[config.mk]
export PLATFORM = sky130hd
export DESIGN_NAME = sar_step_sequencer
export DESIGN_NICKNAME = d
export VERILOG_FILES = /design/src/rtl/sar_seq_pkg.sv /design/src/rtl/sar_step_timer.sv /design/src/rtl/sar_bit_index.sv /design/src/rtl/sar_trial_reg.sv /design/src/rtl/sar_step_sequencer.sv
export SDC_FILE = /design/constraint.sdc
export NUM_CORES = 1
export LEC_CHECK = 0
export BUFFER_PORTS_ARGS = -buffer_cell sky130_fd_sc_hd__buf_2
export CORE_MARGIN = 3
export CORE_UTILIZATION = 59
export CTS_CLUSTER_SIZE = 20
export DETAILED_ROUTE_END_ITERATION = 10
export PLACE_DENSITY = 0.94
export SLEW_MARGIN = 10
export SYNTH_ARGS = -nofsm -noshare
export SYNTH_HDL_FRONTEND = slang
export SYNTH_SLANG_ARGS = --single-unit
[constraint.sdc]
create_clock -name clk -period 5 [get_ports clk]
set_input_delay 0.5 -clock clk [delete_from_list [all_inputs] [get_ports clk]]
set_output_delay 0.5 -clock clk [all_outputs]
set_load 0.1 [all_outputs]
[src/rtl/sar_seq_pkg.sv]
package sar_seq_pkg;

  typedef enum logic {
    SEQ_IDLE = 1'b0,
    SEQ_CONV = 1'b1
  } seq_state_e;

  // Code after the step at bit position idx is decided.
  function automatic logic [15:0] sar_decide(input logic [15:0] code,
                                             input int idx,
                                             input logic reject);
    logic [15:0] m;
    m = 16'(1) << idx;
    return reject ? (code & ~m) : code;
  endfunction

endpackage

[src/rtl/sar_step_timer.sv]
module sar_step_timer #(
  parameter int CNT_W = 8
) (
  input  logic             clk,
  input  logic             rst_n,
  input  logic             load,
  input  logic [CNT_W-1:0] load_val,
  input  logic             run,
  output logic             expired
);
  logic [CNT_W-1:0] reload_q;
  logic [CNT_W-1:0] cnt_q;

  always_ff @(posedge clk) begin
    if (!rst_n) begin
      reload_q <= '0;
      cnt_q    <= '0;
    end else if (load) begin
      reload_q <= load_val;
      cnt_q    <= load_val;
    end else if (run) begin
      if (cnt_q == '0) cnt_q <= reload_q;
      else             cnt_q <= cnt_q - 1'b1;
    end
  end

  assign expired = run && (cnt_q == '0);
endmodule

[src/rtl/sar_bit_index.sv]
module sar_bit_index #(
  parameter int WIDTH = 10,
  localparam int IDX_W = $clog2(WIDTH)
) (
  input  logic             clk,
  input  logic             rst_n,
  input  logic             load,
  input  logic             step,
  output logic [IDX_W-1:0] idx,
  output logic             is_last
);
  always_ff @(posedge clk) begin
    if (!rst_n)                idx <= '0;
    else if (load)             idx <= IDX_W'(WIDTH - 1);
    else if (step && !is_last) idx <= idx - 1'b1;
  end

  assign is_last = (idx == '0);
endmodule

[src/rtl/sar_trial_reg.sv]
module sar_trial_reg #(
  parameter int WIDTH = 10,
  localparam int IDX_W = $clog2(WIDTH)
) (
  input  logic             clk,
  input  logic             rst_n,
  input  logic             clear,
  input  logic             load,
  input  logic             step,
  input  logic [IDX_W-1:0] idx,
  input  logic             reject,
  output logic [WIDTH-1:0] code
);
  for (genvar i = 0; i < WIDTH; i++) begin : g_bit
    always_ff @(posedge clk) begin
      if (!rst_n)     code[i] <= 1'b0;
      else if (clear) code[i] <= 1'b0;
      else if (load)  code[i] <= (i == WIDTH - 1);
      else if (step) begin
        if (int'(idx) == i)          code[i] <= !reject;
        else if (int'(idx) == i + 1) code[i] <= 1'b1;
      end
    end
  end
endmodule

[src/rtl/sar_step_sequencer.sv]
module sar_step_sequencer
  import sar_seq_pkg::*;
#(
  parameter int WIDTH = 10,
  parameter int CNT_W = 8,
  localparam int IDX_W = $clog2(WIDTH)
) (
  input  logic             clk,
  input  logic             rst_n,
  input  logic             start_i,
  input  logic             abort_i,
  input  logic [CNT_W-1:0] settle_i,
  input  logic             cmp_above_i,
  output logic [WIDTH-1:0] trial_code_o,
  output logic             sample_o,
  output logic             busy_o,
  output logic             done_o,
  output logic [WIDTH-1:0] result_o
);
  seq_state_e       state_q;
  logic             accept_start;
  logic             abort_hit;
  logic             step_end;
  logic             last_step;
  logic             timer_exp;
  logic [IDX_W-1:0] bit_idx;
  logic             bit_last;
  logic [WIDTH-1:0] final_code;

  assign accept_start = (state_q == SEQ_IDLE) && start_i && !abort_i;
  assign abort_hit    = (state_q == SEQ_CONV) && abort_i;
  assign step_end     = (state_q == SEQ_CONV) && !abort_i && timer_exp;
  assign last_step    = step_end && bit_last;
  assign final_code   = WIDTH'(sar_decide(16'(trial_code_o), int'(bit_idx), cmp_above_i));

  sar_step_timer #(.CNT_W(CNT_W)) u_timer (
    .clk(clk), .rst_n(rst_n), .load(accept_start), .load_val(settle_i),
    .run(state_q == SEQ_CONV), .expired(timer_exp)
  );

  sar_bit_index #(.WIDTH(WIDTH)) u_index (
    .clk(clk), .rst_n(rst_n), .load(accept_start), .step(step_end),
    .idx(bit_idx), .is_last(bit_last)
  );

  sar_trial_reg #(.WIDTH(WIDTH)) u_trial (
    .clk(clk), .rst_n(rst_n), .clear(abort_hit || last_step),
    .load(accept_start), .step(step_end), .idx(bit_idx),
    .reject(cmp_above_i), .code(trial_code_o)
  );

  always_ff @(posedge clk) begin
    if (!rst_n) begin
      state_q  <= SEQ_IDLE;
      done_o   <= 1'b0;
      result_o <= '0;
    end else begin
      done_o <= last_step;
      if (last_step) result_o <= final_code;
      case (state_q)
        SEQ_IDLE: if (accept_start) state_q <= SEQ_CONV;
        SEQ_CONV: if (abort_hit || last_step) state_q <= SEQ_IDLE;
        default:  state_q <= SEQ_IDLE;
      endcase
    end
  end

  assign busy_o   = (state_q == SEQ_CONV);
  assign sample_o = step_end;
endmodule

* Yosys cells after proc, flatten, opt, wreduce, memory -nomap -nowiden
Cells that the tools add are included.
** Word-level totals
- Output and inout bits :: 23
- Memory bits (writable) :: 0
- Register bits after elaboration :: 42
- Word-level logic and storage cells :: 106
- Memory bits (read-only) :: 0
- Memories kept :: 0
- Bits in latches :: 0
** Operators by class
- Multipliers :: 0
- Div/mod/pow operators :: 0
- Eq/ne operators :: 10
- Shift operators :: 1
- Mux-type cells :: 31
- Bitwise operators :: 4
- Reductions and logical operators :: 41
- $lt $le $gt $ge :: 0
- Add/subtract/negate cells :: 2
** Operators by type and width (number)
- == test 4 bit (second input constant) :: 7
- two-way mux 1 bit :: 24
- two-way mux 8 bit :: 3
- nonzero test 2 bit :: 12
- AND reduction 2 bit :: 10
- bitwise AND 10 bit :: 1
- two-way mux 10 bit :: 1
- inverter 10 bit :: 1
- left shift 1 x 4 -> 10 bit (first input constant) :: 1
- == test 4 x 3 -> 1 bit (second input constant) :: 2
- logical AND 1 bit :: 8
- logical NOT 4 bit :: 2
- logical NOT 8 bit :: 1
- two-way mux 4 bit :: 2
- subtractor 8 x 1 -> 8 bit (second input constant) :: 1
- == test 4 x 2 -> 1 bit (second input constant) :: 1
- OR reduction 2 bit :: 2
- subtractor 4 x 1 -> 4 bit (second input constant) :: 1
- logical NOT 1 bit :: 3
- nonzero test 3 bit :: 1
- OR reduction 3 bit :: 1
- inverter 1 bit :: 2
- one-hot mux 1 bit (2 select lines) :: 1
- logical OR 1 bit :: 1

* Longest topological paths before layout
- Depth in word-level cells :: 7
- Mapped depth :: 8
- Mapped depth without buffers :: 7

* Hierarchy
Synthesis repeated with hierarchy kept, for this count alone.
** Unflattened totals
- Cells, all modules :: 233
- Area, all modules :: 2228.4 um2
** Modules (own cells, without submodules)
- sar_step_timer :: instances 1, cells an instance 98, area an instance 899.6 um2
- sar_trial_reg :: instances 1, cells an instance 60, area an instance 586.8 um2
- sar_step_sequencer :: instances 1, cells an instance 50, area an instance 530.5 um2
- sar_bit_index :: instances 1, cells an instance 25, area an instance 211.5 um2

* Worst setup path after synthesis
Ideal clock, no wire load.
- Kind :: register to register
- From :: register state_q (netlist: busy_o)
- To :: register u_index.idx[2]
- Data arrival time :: 2919 ps
- Library setup time :: 66 ps
- Clock period less this slack :: 2985 ps
- Slack :: 2015 ps
- Stages on the path, launching flop included :: 6
- Buffers on the path :: 0
- Path through :: dfxtp_1 -> or2b_2 -> nor3_4 -> nand2_2 -> or3_1 -> a21oi_2
** RTL lines
- from (decl) :: RTL line sar_step_sequencer.sv:20 : seq_state_e state_q;
- from (signal assigned) :: RTL line sar_step_sequencer.sv:54 : state_q <= SEQ_IDLE;
- from (signal assigned) :: RTL line sar_step_sequencer.sv:61 : SEQ_IDLE: if (accept_start) state_q <= SEQ_CONV;
- from (signal assigned) :: RTL line sar_step_sequencer.sv:62 : SEQ_CONV: if (abort_hit || last_step) state_q <= SEQ_IDLE;
- logical AND 1 bit, on equally long branches :: RTL line sar_step_sequencer.sv:32, sar_step_timer.sv:27
- logical AND 1 bit * :: RTL line sar_step_sequencer.sv:32 : assign step_end = (state_q == SEQ_CONV) && !abort_i && timer_exp;
- via sample_o :: RTL line sar_step_sequencer.sv:15 : output logic sample_o,
- logical AND 1 bit * :: RTL line sar_bit_index.sv:15 : else if (step && !is_last) idx <= idx - 1'b1;
- to (signal assigned) :: RTL line sar_bit_index.sv:14 : else if (load) idx <= IDX_W'(WIDTH - 1);
- to (signal assigned) :: RTL line sar_bit_index.sv:15
- to (decl) :: RTL line sar_bit_index.sv:9 : output logic [IDX_W-1:0] idx,
Mark *: on every way through the listed nets, which the timed path passes. The rest lies on a longest branch.
A chain may end at the register's enable or synchronous reset.

* Worst setup path after layout
- From :: register u_timer.cnt_q[0]
- To :: output sample_o
** On the way
- Cells in the longest elaborated chain, start to end :: 3
** RTL lines
- from (decl) :: RTL line sar_step_timer.sv:12 : logic [CNT_W-1:0] cnt_q;
- from (signal assigned) :: RTL line sar_step_timer.sv:20 : cnt_q <= load_val;
- from (signal assigned) :: RTL line sar_step_timer.sv:22 : if (cnt_q == '0) cnt_q <= reload_q;
- from (signal assigned) :: RTL line sar_step_timer.sv:23 : else cnt_q <= cnt_q - 1'b1;
- logical NOT 8 bit :: RTL line sar_step_timer.sv:27 : assign expired = run && (cnt_q == '0);
- logical AND 1 bit :: RTL line sar_step_timer.sv:27
- logical AND 1 bit :: RTL line sar_step_sequencer.sv:32
- to (decl) :: RTL line sar_step_sequencer.sv:15
Every way passes these cells.

==> impl_results.md <==
* Clock latency on the worst-skew pair at 0.35 ns
* Chip width at 65.4 microns
* CP Capture Type: output pin
* Port bufs at 35
* Final wirelength at between 4 and 5 mm
* Final antenna-violating net count at 0
* Vias per cell at between 6 and 7
* Synth unique cells at 47
* Nets at 301
* Vias in the first global route at 1,830
* Mapped Area at around 2100 sq um
* Io pins at 36
* All-Layer GR Usage at 0.248
* Non-Filler Instances at around 330
* Synth Instances at around 250
* Post-CTS Setup Repair Bufs at 0
* Worst Hold Class: primary input to register
* Root buf cell: clkbuf_4
* Post-synthesis mux area share at 0.0150
* CTS tree: done
* Synth top area cells: dfxtp_1, a21oi_1, nand2_1
* RSZ-0062 raised after global routing: no
* TNS Setup at 0 ns
* Synth Area in XOR/XNOR at 0.0210
* Combinational family with the most area after synthesis: simple AND/OR/NAND/NOR gates
* PD cells at roughly 290 nW/um^2
* Worst EP required at 4.50 ns
* Final setup fails at 0
* Max Cap Viol at 0
* Reg clk slew, reported paths at between 0.1 and 0.15 ns
* Peak Freq at between 300 and 400 MHz
* Avg Inst Size Synth at 8.22 sq um
* Std-Cell Rows at 20
* Share of layout cells above drive strength 1 at 0.202
* 1st-pass router iterations at 4
* Synth Area in Adders at 0.0361
* Clock Skews at between 0.005 and 0.006 ns
* CTS sink count at 42
* Final Cell Area at 2310 sq um
* Vias at ~2,000
* # resized after CTS at 0
* P_leak at 0.892 nW
* Clock buffer depth at 2
* Starting density of the core at 0.650
* Global-route wire length before repair at ~8.2 mm
* Dominant synthesized flop cell: dfxtp_1
* Final Cycle Share at 0.563
* Initial antenna violation count at 0
* Slew headroom at 0.493
* DP Area at around 2300 sq um
* Num CTS Buffers at 5
* Max VDD drop at roughly 180 uV
* Hold Slack at roughly 0.4 ns
* Post-synth EDFFs at 0
* Ant. Diodes at 0
* Largest net degree at the start of global routing at 24
* Share of the synthesized area in the top cell type at 0.404
* Most frequent cells in the layout: dfxtp_1, buf_2, nand2_1
* DRC at 0
* Placer congestion estimate at between 0.8 and 0.9
* Post-Synth Simple-Gate Area at 0.258
* Outcome: completed
* Post-DP HPWL at 3.40 mm
* CP arrival at between 2 and 2.5 ns
* Drt first-iter violations at between 200 and 300
* P&R area growth vs syn at 10.9%
* Commonest non-fill, non-tap cell in the layout: dfxtp_1
* Final number of max-transition violations at 0
* Worst-Margin Slew at between 0.7 and 0.8 ns
* Level count of the clock H-tree at 2
* Crit-path max FO at 6
* Synth Area in Compound Gates at 0.229
* YS warnings at 0
* Grt ovf at 0
* Top cell type by total area after synthesis: dfxtp_1
* Async SR Flop Fraction at 0
* Min Tclk post-route at 2.82 ns
* Final Hold Fails at 0
* DIE AREA at ~4300 sq um
* Routed len/inst at approximately 15 microns
* Seq cells post-synth at 42
* Core region area at about 3200 sq um
* Critical path class: register to output pin
* Sequential-to-total area share from yosys stat at 0.404
* Mapped Nets at 272
* Post-CTS Hold Buffers at 0
* Startpoint types: register
* DP Cell Count at 319
* Die Height at roughly 65 microns
registers in the layout, summed over array words and instances, names as in the netlist:
name / cells
done_o: 1
result_o: 10
u_trial.code: 10
u_timer.cnt_q: 8
busy_o: 1
u_index.idx: 4
u_timer.reload_q: 8
cells by family after synthesis:
group,Yosys count
AO/OA/AOI/OAI,78
XOR/XNOR,5
adder cells (fa/ha/maj),6
AND/OR/NAND/NOR,99
multiplexers,3
buffers and inverters,20
flip-flops,42
path summary, 6_finish.rpt:
check	to	slack (ns)	cells after the start	from
min	u_timer.reload_q[6]$_SDFFE_PN0P_	0.39	3	settle_i[6]
max reg2reg	result_o[0]$_SDFFE_PN0P_	2.40	7	u_index.idx[0]$_SDFFE_PN0P_
min reg2reg	u_timer.reload_q[4]$_SDFFE_PN0P_	0.46	2	u_timer.reload_q[4]$_SDFFE_PN0P_
max	sample_o	2.18	5	u_timer.cnt_q[0]$_SDFFE_PN0P_
layer usage:
metal,wire (microns),GRT usage
met4,143,0.114
met1,2170,0.327
met5,0,0
met2,2140,0.377
met3,380,0.0650
worst max-delay path: stages, from the launching register on:
cell	delay (ns)
dfxtp_1	0.36
inv_1	0.08
ha_1	0.23
or4b_4	0.52
nor3_4	0.28
buf_2	0.50
synth_stat cells, types with 5 or more instances:
master / instances
o21ai_0: 15
nand2b_1: 6
clkbuf_1: 9
a31oi_1: 6
a311oi_1: 7
o211ai_1: 5
nor2_1: 28
inv_1: 7
dfxtp_1: 42
ha_1: 6
nand2_1: 33
a21oi_1: 31
nor3_1: 5
per-stage QoR:
stage                     setup slack, ns   util  total power [W]
after floorplan                      2.01      -         0.000478
after global placement               2.58  0.705         0.000500
after detailed placement             2.45  0.705         0.000505
after CTS                            2.21  0.720         0.000657
after global routing                 2.06  0.720         0.000694
final                                2.18  0.720         0.000659
final cells by class:
cell class,instances,area (sq um)
Clock buffer,5,37.5
Clock inverter,2,10.0
Fill cell,257,896
Inverter,7,26.3
Multi-Input combinational cell,191,1160
Sequential cell,42,841
Tap cell,44,55.1
Timing Repair Buffer,35,175
power by group:
| part | switching (W) | internal [W] | total [W] |
|---|---|---|---|
| combinational | 0.0000893 | 0.0000472 | 0.000136 |
| clock | 0.000106 | 0.0000507 | 0.000157 |
| sequential | 0.0000179 | 0.000347 | 0.000365 |
No activity file was read; power rests on OpenSTA's default activity.
